### src/rtl/rxfc_pkg.sv
package rxfc_pkg;
  typedef enum logic {
    FLOW_OPEN = 1'b0,
    FLOW_HELD = 1'b1
  } flow_e;

  localparam int PIN_RTS = 0;
  localparam int PIN_DTR = 1;
  localparam int NPINS   = 2;
endpackage

### src/rtl/rxfc_hyst.sv
module rxfc_hyst
  import rxfc_pkg::*;
#(
  parameter int CW = 7
) (
  input  logic          clk,
  input  logic          rst,
  input  logic          auto_en,
  input  logic [CW-1:0] fill,
  input  logic [CW-1:0] hi,
  input  logic [CW-1:0] lo,
  output flow_e         held_d,
  output flow_e         held_q
);
  logic thr_ok;

  assign thr_ok = (hi > lo);

  always_comb begin
    held_d = held_q;
    if (!auto_en) begin
      held_d = FLOW_OPEN;
    end else if (thr_ok) begin
      if (fill >= hi) begin
        held_d = FLOW_HELD;
      end else if (fill <= lo) begin
        held_d = FLOW_OPEN;
      end
    end
  end

  always_ff @(posedge clk) begin
    if (rst) begin
      held_q <= FLOW_OPEN;
    end else begin
      held_q <= held_d;
    end
  end
endmodule

### src/rtl/rxfc_pinmux.sv
module rxfc_pinmux
  import rxfc_pkg::*;
(
  input  logic  clk,
  input  logic  rst,
  input  logic  pin_sel,
  input  logic  auto_en,
  input  flow_e held,
  input  logic  sw_rts,
  input  logic  sw_dtr,
  output logic  rts_n,
  output logic  dtr_n,
  output logic  toggle
);
  logic [NPINS-1:0] sw_bits;
  logic [NPINS-1:0] pin_d;
  logic [NPINS-1:0] pin_q;

  assign sw_bits[PIN_RTS] = sw_rts;
  assign sw_bits[PIN_DTR] = sw_dtr;

  for (genvar gi = 0; gi < NPINS; gi++) begin : g_pin
    logic owns_flow;
    assign owns_flow = (int'(pin_sel) == gi) && auto_en;
    assign pin_d[gi] = owns_flow ? (held == FLOW_HELD) : !sw_bits[gi];

    always_ff @(posedge clk) begin
      if (rst) begin
        pin_q[gi] <= 1'b1;
      end else begin
        pin_q[gi] <= pin_d[gi];
      end
    end
  end

  assign toggle = (pin_d[pin_sel] != pin_q[pin_sel]);
  assign rts_n  = pin_q[PIN_RTS];
  assign dtr_n  = pin_q[PIN_DTR];
endmodule

### src/rtl/rxfc_irq.sv
module rxfc_irq #(
  parameter int CW = 7
) (
  input  logic          clk,
  input  logic          rst,
  input  logic [CW-1:0] fill,
  input  logic [CW-1:0] trig,
  input  logic          rx_ie,
  input  logic          ext_en,
  input  logic          ier_wr,
  input  logic          ier_bit,
  input  logic          sts_rd,
  input  logic          toggle,
  output logic          rx_irq,
  output logic          trn_sts,
  output logic          trn_irq
);
  logic trn_en_q;
  logic rx_hit;

  assign rx_hit = rx_ie && (fill != '0) && (fill >= trig);

  always_ff @(posedge clk) begin
    if (rst) begin
      trn_en_q <= 1'b0;
      trn_sts  <= 1'b0;
      rx_irq   <= 1'b0;
    end else begin
      rx_irq <= rx_hit;
      if (ier_wr && ext_en) begin
        trn_en_q <= ier_bit;
      end
      if (toggle && trn_en_q) begin
        trn_sts <= 1'b1;
      end else if (sts_rd) begin
        trn_sts <= 1'b0;
      end
    end
  end

  assign trn_irq = trn_sts && trn_en_q;
endmodule

### src/rtl/rxfc_hyst_ctrl.sv
module rxfc_hyst_ctrl
  import rxfc_pkg::*;
#(
  parameter int FIFO_DEPTH = 64,
  localparam int CW = $clog2(FIFO_DEPTH + 1)
) (
  input  logic          clk,
  input  logic          rst,
  input  logic          auto_en,
  input  logic          pin_sel,
  input  logic          sw_rts,
  input  logic          sw_dtr,
  input  logic [CW-1:0] fill_cnt,
  input  logic [CW-1:0] thr_hi,
  input  logic [CW-1:0] thr_lo,
  input  logic [CW-1:0] trig_lvl,
  input  logic          rx_ie,
  input  logic          ext_en,
  input  logic          ier_wr,
  input  logic          ier_trn_bit,
  input  logic          sts_rd,
  output logic          rts_n,
  output logic          dtr_n,
  output logic          rx_irq,
  output logic          trn_sts,
  output logic          trn_irq
);
  flow_e held_d;
  flow_e held_q;
  logic  toggle;

  rxfc_hyst #(.CW(CW)) hyst_i (
    .clk     (clk),
    .rst     (rst),
    .auto_en (auto_en),
    .fill    (fill_cnt),
    .hi      (thr_hi),
    .lo      (thr_lo),
    .held_d  (held_d),
    .held_q  (held_q)
  );

  rxfc_pinmux pinmux_i (
    .clk     (clk),
    .rst     (rst),
    .pin_sel (pin_sel),
    .auto_en (auto_en),
    .held    (held_d),
    .sw_rts  (sw_rts),
    .sw_dtr  (sw_dtr),
    .rts_n   (rts_n),
    .dtr_n   (dtr_n),
    .toggle  (toggle)
  );

  rxfc_irq #(.CW(CW)) irq_i (
    .clk     (clk),
    .rst     (rst),
    .fill    (fill_cnt),
    .trig    (trig_lvl),
    .rx_ie   (rx_ie),
    .ext_en  (ext_en),
    .ier_wr  (ier_wr),
    .ier_bit (ier_trn_bit),
    .sts_rd  (sts_rd),
    .toggle  (toggle),
    .rx_irq  (rx_irq),
    .trn_sts (trn_sts),
    .trn_irq (trn_irq)
  );
endmodule

### config.mk
export PLATFORM = sky130hd
export DESIGN_NAME = rxfc_hyst_ctrl
export DESIGN_NICKNAME = d
export VERILOG_FILES = /design/src/rtl/rxfc_pkg.sv /design/src/rtl/rxfc_hyst.sv /design/src/rtl/rxfc_pinmux.sv /design/src/rtl/rxfc_irq.sv /design/src/rtl/rxfc_hyst_ctrl.sv
export SDC_FILE = /design/constraint.sdc
export NUM_CORES = 1
export LEC_CHECK = 0
export ABC_AREA = 1
export BUFFER_PORTS_ARGS = -buffer_cell sky130_fd_sc_hd__buf_2
export CAP_MARGIN = 30
export CORE_MARGIN = 1.5
export CORE_UTILIZATION = 35
export CTS_CLUSTER_SIZE = 30
export DETAILED_ROUTE_END_ITERATION = 16
export PLACE_DENSITY_LB_ADDON = 0.12
export SYNTH_ARGS = -nofsm -noshare
export SYNTH_HDL_FRONTEND = slang
export SYNTH_SLANG_ARGS = --single-unit
### constraint.sdc
create_clock -name clk -period 1.51 [get_ports clk]
set_input_delay 0.302 -clock clk [delete_from_list [all_inputs] [get_ports clk]]
set_output_delay 0.302 -clock clk [all_outputs]
set_load 0.1 [all_outputs]
==> results.md, run 1 <==
* Hold crit path type: input port to flop
* Post-synthesis compound-gate area fraction at between 10% and 20%
* Run status: finished, violations left
* Clock tree from TritonCTS: built
* Area share of and/or/nand/nor cells after synthesis at between 30 and 40%
* Share of the yosys chip area belonging to registers at 11.1%
* Number of buffers created by CTS at 3
* Antenna-violating nets left at 0
* Violations in the final reports: setup timing
* Cell area after layout at between 1500 and 2000 um^2
* Total leakage power at between 0.8 and 0.9 nW
* Worst-Margin Slew at 0.488 ns
* Max Transition Viols Final at 0
* Fin nets at 280
* Worst flop-to-flop path endpoint: irq_i.trn_sts
* Average via count per standard cell at between 4 and 5
* Worst hold path cell count at 2
* Global-route wire length before repair at between 4000 and 5000 um
* Post-Synth Adder-Cell Area at about a third
* Layout overhead on the synthesized area at 61.9%
* Share of cells above drive strength 1 at a little over half
* Max Root-Sink Buffers at 2
* DP Cell Count at between 200 and 250
* H-tree levels at 1
* Hold slack final at between 0.2 and 0.3 ns
* Synthesized area divided by synthesized cell count at between 6 and 7 um^2
* Maximum ir drop on the vdd rail at 0.000205 V
* Syn Inst Count at 160
* Post-CTS setup-driven buffer insertion count at 0
* Switching Power at roughly 0.00034 W
* Flop pwr share at roughly a fifth
* Post-Route Setup TNS at -0.0117 ns
* Seq cells post-synth at 6
* Switch share at 41.6%
* Placeable core region at about 2900 um^2
* CP Launch Type: input port
* Post-detailed-placement half-perimeter wirelength at around 2200 um
* Multiplexer area fraction after synthesis at 0%
* Most common library cell in the layout ignoring fill and taps: buf_2
* Arrival time of data at the critical path endpoint at about 1.7 ns
* Clock latency of the later-clocked register in the worst-skew pair at roughly 0.25 ns
* Category of the critical setup timing path: input port to flop
* Worst hold start: rst
* Post-detailed-placement cell area at around 1400 um^2
* Commonest cells after routing, fill and taps aside: buf_2 (35), nand2_1 (29), inv_1 (28), ha_4 (19), ha_1 (9)
* Cell internal power dissipation at between 0.0004 and 0.0005 W
* Power share of the clock group at 18.8%
* Number of hold-slack violations in the final timing report at 0
* Utilization after layout at between 60% and 70%
* Post-route worst setup slack at -0.0117 ns
* Largest net degree at the start of global routing at 6
* Number of buffers inserted by port buffering at between 40 and 50
* Total via count in the routed design at around 1200
* DRC at 0
* Data required time of the critical path at about 1.7 ns
* Number of primary I/O pins at 44
* Clock-pin slew reported for the worst setup and hold paths after clock tree synthesis at about 0.040 ns
* Reg2Reg Depth at 8
* Antenna violations before repair at 0
* Pwr Density at 471 nW/um^2
* Max-cap violations at 0
* DIE AREA at 3430 um^2
* Final instance count without filler cells at 242
* Part of the total power dissipated in combinational logic at 60.1%
* Routed WL at ~2800 um
* Die height at approximately 59 um
* Startpoint of the most critical register-to-register path: hyst_i.held_q
* Clock Sink Count at 6
* Minimum clock period at roughly 1.5 ns
* Critical path endpoint category: flop
* Endpoint of the worst hold path: irq_i.trn_sts
* Synthesized netlist net count at between 200 and 250
* First-pass iteration count of the detailed router at 4
* Share of the synthesized netlist area taken by xor and xnor gates at 0%
* Weighted congestion reported at the end of routability-driven placement at ~0.94
* Critical Path Fanout Max at 4
* Slew headroom at between 60% and 70%
* Post-Syn Area at roughly 1100 um^2
* Share of the clock period used by the worst path after layout at 101%
* GRT Residual Overflow at 0
* N_diodes at 0
* Number of setup violations in the final report at 1
* Cell at the root of the clock tree: clkbuf_4
* Largest family of logic cells by synthesized area: adder cells
* Post-synth cell types at 22
* Final clock skew at 0.00249 ns
* Setup repair after global routing missed its margin: yes
* Via count of the first global-routing pass at about 1200
* Wirelength per Cell at between 10 and 15 um
* Count of routing violations after the opening detailed-route iteration at 39
* Overall die width at ~59 um
* Overall routing resource usage at between 10% and 20%
* Upper clock frequency limit at around 0.66 GHz
* Count of synthesis-stage warnings from yosys at 0
* Initial Util at 37.9%
* FP Rows at 19
* R2r setup slk at about 0.42 ns
-- layout make-up --
cell class	count	area [um^2]
clock buffer	3	22.5
fill	256	1100
inverter	40	171
multi-input combinational	114	1090
sequential	6	123
tap	31	38.8
timing repair buffer	48	300
-- critical path, cell delays in order --
cell	delay (ns)
buf_2	0.15
ha_4	0.26
nand2_1	0.06
nor2_2	0.13
nand4_1	0.09
nand3_1	0.11
nand3_2	0.11
nand3_2	0.11
nand3_2	0.08
nand2_1	0.07
nand2_1	0.06
nand3_2	0.08
a21oi_2	0.05
-- sequential cells by signal (all words and copies together) (netlist names) --
name,cells
pinmux_i.dtr_n,1
hyst_i.held_q,1
irq_i.trn_sts,1
irq_i.rx_irq,1
pinmux_i.rts_n,1
irq_i.trn_en_q,1
-- cell usage after synthesis (all sizes together) --
cell type  count  area (um^2)
or2            3         18.8
o21ai          2         10.0
nor3           3         20.0
inv           40          150
nand2         36          143
nor4           1         6.26
a21oi         11         62.6
dfxtp          6          120
nand3b         3         22.5
ha            28          350
a21o           1         7.51
nand3         14          105
nand4          2         12.5
o211ai         1         7.51
a21boi         2         15.0
o21a           1         7.51
nor2           6         22.5
-- timing repair --
action | 4_1_cts | 5_1_grt
hold buffers | 0 | 0
resized for setup | 17 | 48
setup endpoints to repair | 2 | 2
endpoints found under the hold margin | 0 | 0
pin swaps | 3 | 21
-- power by group through the flow --
stage	clock network (W)	logic (W)	registers, W
2_1_floorplan	0	0.000207	0.000224
3_3_place_gp	0	0.000373	0.000176
3_5_place_dp	0	0.000380	0.000176
4_1_cts	0.000158	0.000421	0.000174
5_1_grt	0.000168	0.000556	0.000175
6_report	0.000155	0.000496	0.000174
-- routing by layer --
| layer | track usage (%) | vias up | routed length, um |
|---|---|---|---|
| li1 | - | 618 | - |
| met1 | 19.2 | 518 | 1190 |
| met2 | 31.1 | 37 | 1400 |
| met3 | 1.76 | 7 | 122 |
| met4 | 8.12 | 0 | 63 |
| met5 | 0 | - | 0 |
-- per-stage QoR --
step	total power, W	setup slack, ns
floorplan	0.000431	-0.0832
global placement	0.000550	-0.292
detailed placement	0.000556	-0.356
CTS	0.000752	-0.0173
global route	0.000899	-0.132
finish	0.000825	-0.0117
-- worst max path at each step --
| stage | startpoint | end | slack (ns) | cells after the start |
|---|---|---|---|---|
| 2_1_floorplan | thr_hi[6] | irq_i.trn_sts | -0.08 | 14 |
| 3_3_place_gp | fill_cnt[6] | irq_i.trn_sts | -0.29 | 14 |
| 3_5_place_dp | fill_cnt[6] | irq_i.trn_sts | -0.36 | 14 |
| 4_1_cts | thr_lo[5] | irq_i.trn_sts | -0.02 | 14 |
| 5_1_grt | fill_cnt[6] | irq_i.trn_sts | -0.13 | 14 |
| 6_report | fill_cnt[3] | irq_i.trn_sts | -0.01 | 13 |
-- kinds of logic (layout without fill, tap and decap cells) --
family / Yosys count / in the layout
AND/OR/NAND/NOR: 68 / 68
buffers and inverters: 40 / 91
adder cells (fa/ha/maj): 28 / 28
AO/OA/AOI/OAI: 18 / 18
flip-flops: 6 / 6
Note: power is estimated with default switching activity, not from simulation.
==> run 2, diff against run 1 <==
--- a/config.mk
+++ b/config.mk
@@ -8,6 +8,7 @@
 export ABC_AREA = 1
 export BUFFER_PORTS_ARGS = -buffer_cell sky130_fd_sc_hd__buf_2
 export CAP_MARGIN = 30
+export CORE_ASPECT_RATIO = 1.75
 export CORE_MARGIN = 1.5
 export CORE_UTILIZATION = 35
 export CTS_CLUSTER_SIZE = 30
==> results.md, run 2 (synthesis results as in run 1) <==
* Total leakage power at 0.925 nW
* Upper clock frequency limit at about 0.65 GHz
* DIE AREA at roughly 3400 um^2
* Worst hold path cell count at 3
* Commonest cells after routing, fill and taps aside: buf_2 (28), inv_1 (26), nand2_1 (24), ha_4 (18), buf_4 (12)
* Total Power Consumption at between 0.0009 and 0.001 W
* Violations in the final reports: setup timing
* Total via count in the routed design at 1224
* Pwr Density at around 520 nW/um^2
* Weighted congestion reported at the end of routability-driven placement at 0.815
* Ordered list of cells on the worst path: buf_4 -> ha_1 -> nand2_2 -> nor2_4 -> nand2_1 -> nand2_1 -> nand3_2 -> nand3_4 -> nand3_2 -> nand3_2 -> nand2_2 -> nand2_2 -> nand3_2 -> a21oi_2
* Number of buffers created by CTS at 3
* CP Launch Type: input port
* Final clock skew at roughly 0.0016 ns
* DP Cell Count at between 200 and 250
* Layout overhead on the synthesized area at 74.5%
* Clock Sink Count at 6
* Combined flip-flop and latch cell area at 123 um^2
* Delay contributed by the slowest stage of the critical path at roughly 0.30 ns
* Cell seen most often among critical-path stages: nand3_2
* Critical path endpoint category: flop
* Slowest cell on crit path: ha_1
* Total area of multi-input combinational cells at about 1100 um^2
* Minimum clock period at approximately 1.5 ns
* Largest net degree at the start of global routing at 6
* Post-Route Setup TNS at -0.0353 ns
* N_diodes at 0
* Number of setup violations in the final report at 1
* Global-route wire length before repair at around 4500 um
* Slew headroom at between 60% and 70%
* Category of the critical setup timing path: input port to flop
* Max Transition Viols Final at 0
* Hold crit path type: input port to flop
* Clock-pin slew reported for the worst setup and hold paths after clock tree synthesis at about 0.040 ns
* Worst flop-to-flop path endpoint: irq_i.trn_sts
* Number of hold-slack violations in the final timing report at 0
* Cell area after layout at 1890 um^2
* Max-cap violations at 0
* Number of buffers inserted by port buffering at 43
* Critical Path Fanout Max at 3
* Placeable core region at just under 3000 um^2
* Wirelength per Cell at 12.5 um
* Number of primary I/O pins at 44
* Post-detailed-placement half-perimeter wirelength at between 2000 and 2500 um
* Clock latency of the later-clocked register in the worst-skew pair at about 0.22 ns
* Die height at between 70 and 80 um
* Hold_buf cts at 0
* Fin nets at approximately 280
* Setup repair after global routing missed its margin: yes
* Share of cells above drive strength 1 at 57.9%
* Final instance count without filler cells at about 240
* Overall routing resource usage at 16.7%
* Average via count per standard cell at approximately 5.1
* Routed WL at 3040 um
* GRT Residual Overflow at 0
* DRC at 0
* FP Rows at 26
* Worst-Margin Slew at between 0.4 and 0.5 ns
* Initial Util at between 30% and 40%
* Reg2Reg Depth at 6
* Endpoint of the worst hold path: irq_i.rx_irq
* Antenna-violating nets left at 0
* Clock tree from TritonCTS: built
* Post-detailed-placement cell area at 1400 um^2
* Startpoint of the most critical register-to-register path: pinmux_i.dtr_n
* Count of routing violations after the opening detailed-route iteration at 10
* Post-route worst setup slack at -0.0353 ns
* Number of fillers in the final layout at between 200 and 300
* Family with the most delay on the worst path: simple AND/OR/NAND/NOR gates
* Share of the clock period used by the worst path after layout at 102%
* First-pass iteration count of the detailed router at 7
* Data required time of the critical path at between 1.5 and 2 ns
* R2r setup slk at approximately 0.35 ns
* Cell at the root of the clock tree: clkbuf_8
* H-tree levels at 1
* Antenna violations before repair at 0
* Worst path bufs/invs at 1
* Max Root-Sink Buffers at 2
* Run status: finished, violations left
* Arrival time of data at the critical path endpoint at 1.70 ns
* Most common library cell in the layout ignoring fill and taps: buf_2
* Maximum ir drop on the vdd rail at 0.000279 V
* Overall die width at 45.0 um
* Post-Place Worst Slack at -0.356 ns
* Worst hold start: rx_ie
* Via count of the first global-routing pass at roughly 1200
[run 2: cell count changes in the layout (fill, tap and decap cells not counted), sizes merged]
cell and delta:
buf +4, clkbuf -1
[run 2: worst min-delay path: cells and delay by family]
| kind | cells | cell delay (ns) |
|---|---|---|
| compound gates | 1 | 0.08 |
| buf+inv | 2 | 0.12 |
[run 2: where the power goes]
group          switching (W)  internal [W]  total, W
Combinational       0.000297      0.000255  0.000552
Clock              0.0000770      0.000172  0.000249
Sequential        0.00000567      0.000170  0.000175
[run 2: how the worst max path moves through the flow]
stage	cells after the start	endpoint	slack (ns)	startpoint
after floorplan	14	irq_i.trn_sts	-0.08	thr_hi[6]
after global placement	14	irq_i.trn_sts	-0.31	fill_cnt[2]
after detailed placement	14	irq_i.trn_sts	-0.36	fill_cnt[6]
after CTS	14	irq_i.trn_sts	-0.03	thr_lo[4]
after global routing	14	irq_i.trn_sts	-0.12	thr_hi[6]
final	14	irq_i.trn_sts	-0.04	fill_cnt[3]
[run 2: area by class of cell]
| cell class | count | share of cell area, % |
|---|---|---|
| inverters | 40 | 9.35 |
| repair buffers | 51 | 19.6 |
| clock buffers | 3 | 2.19 |
| well taps | 28 | 1.86 |
| flip-flops and latches | 6 | 6.50 |
| multi-input cells | 114 | 60.5 |
[run 2: metal layers]
metal	vias up	share of wire, %	routed length (um)	global-route usage (%)
met5	-	0	0	0
met4	0	2.0	62	6.47
met3	8	3.4	104	0.948
met2	36	61	1840	33.1
met1	554	34	1030	16.0
li1	626	-	-	-
[run 2: metrics by stage]
stage | utilization [%] | hold slack, ns
3_3_place_gp | 47.7 | 0.482
2_1_floorplan | - | 0.357
5_1_grt | 64.4 | 0.320
6_report | 64.4 | 0.305
3_5_place_dp | 47.7 | 0.485
4_1_cts | 54.7 | 0.307
[run 2: repair_timing]
action / in CTS / in global routing
buffers inserted: 1 / 2
gates resized for setup: 26 / 66
hold endpoints to repair: 0 / 0
endpoints found under the setup margin: 2 / 2
pin swaps: 12 / 30
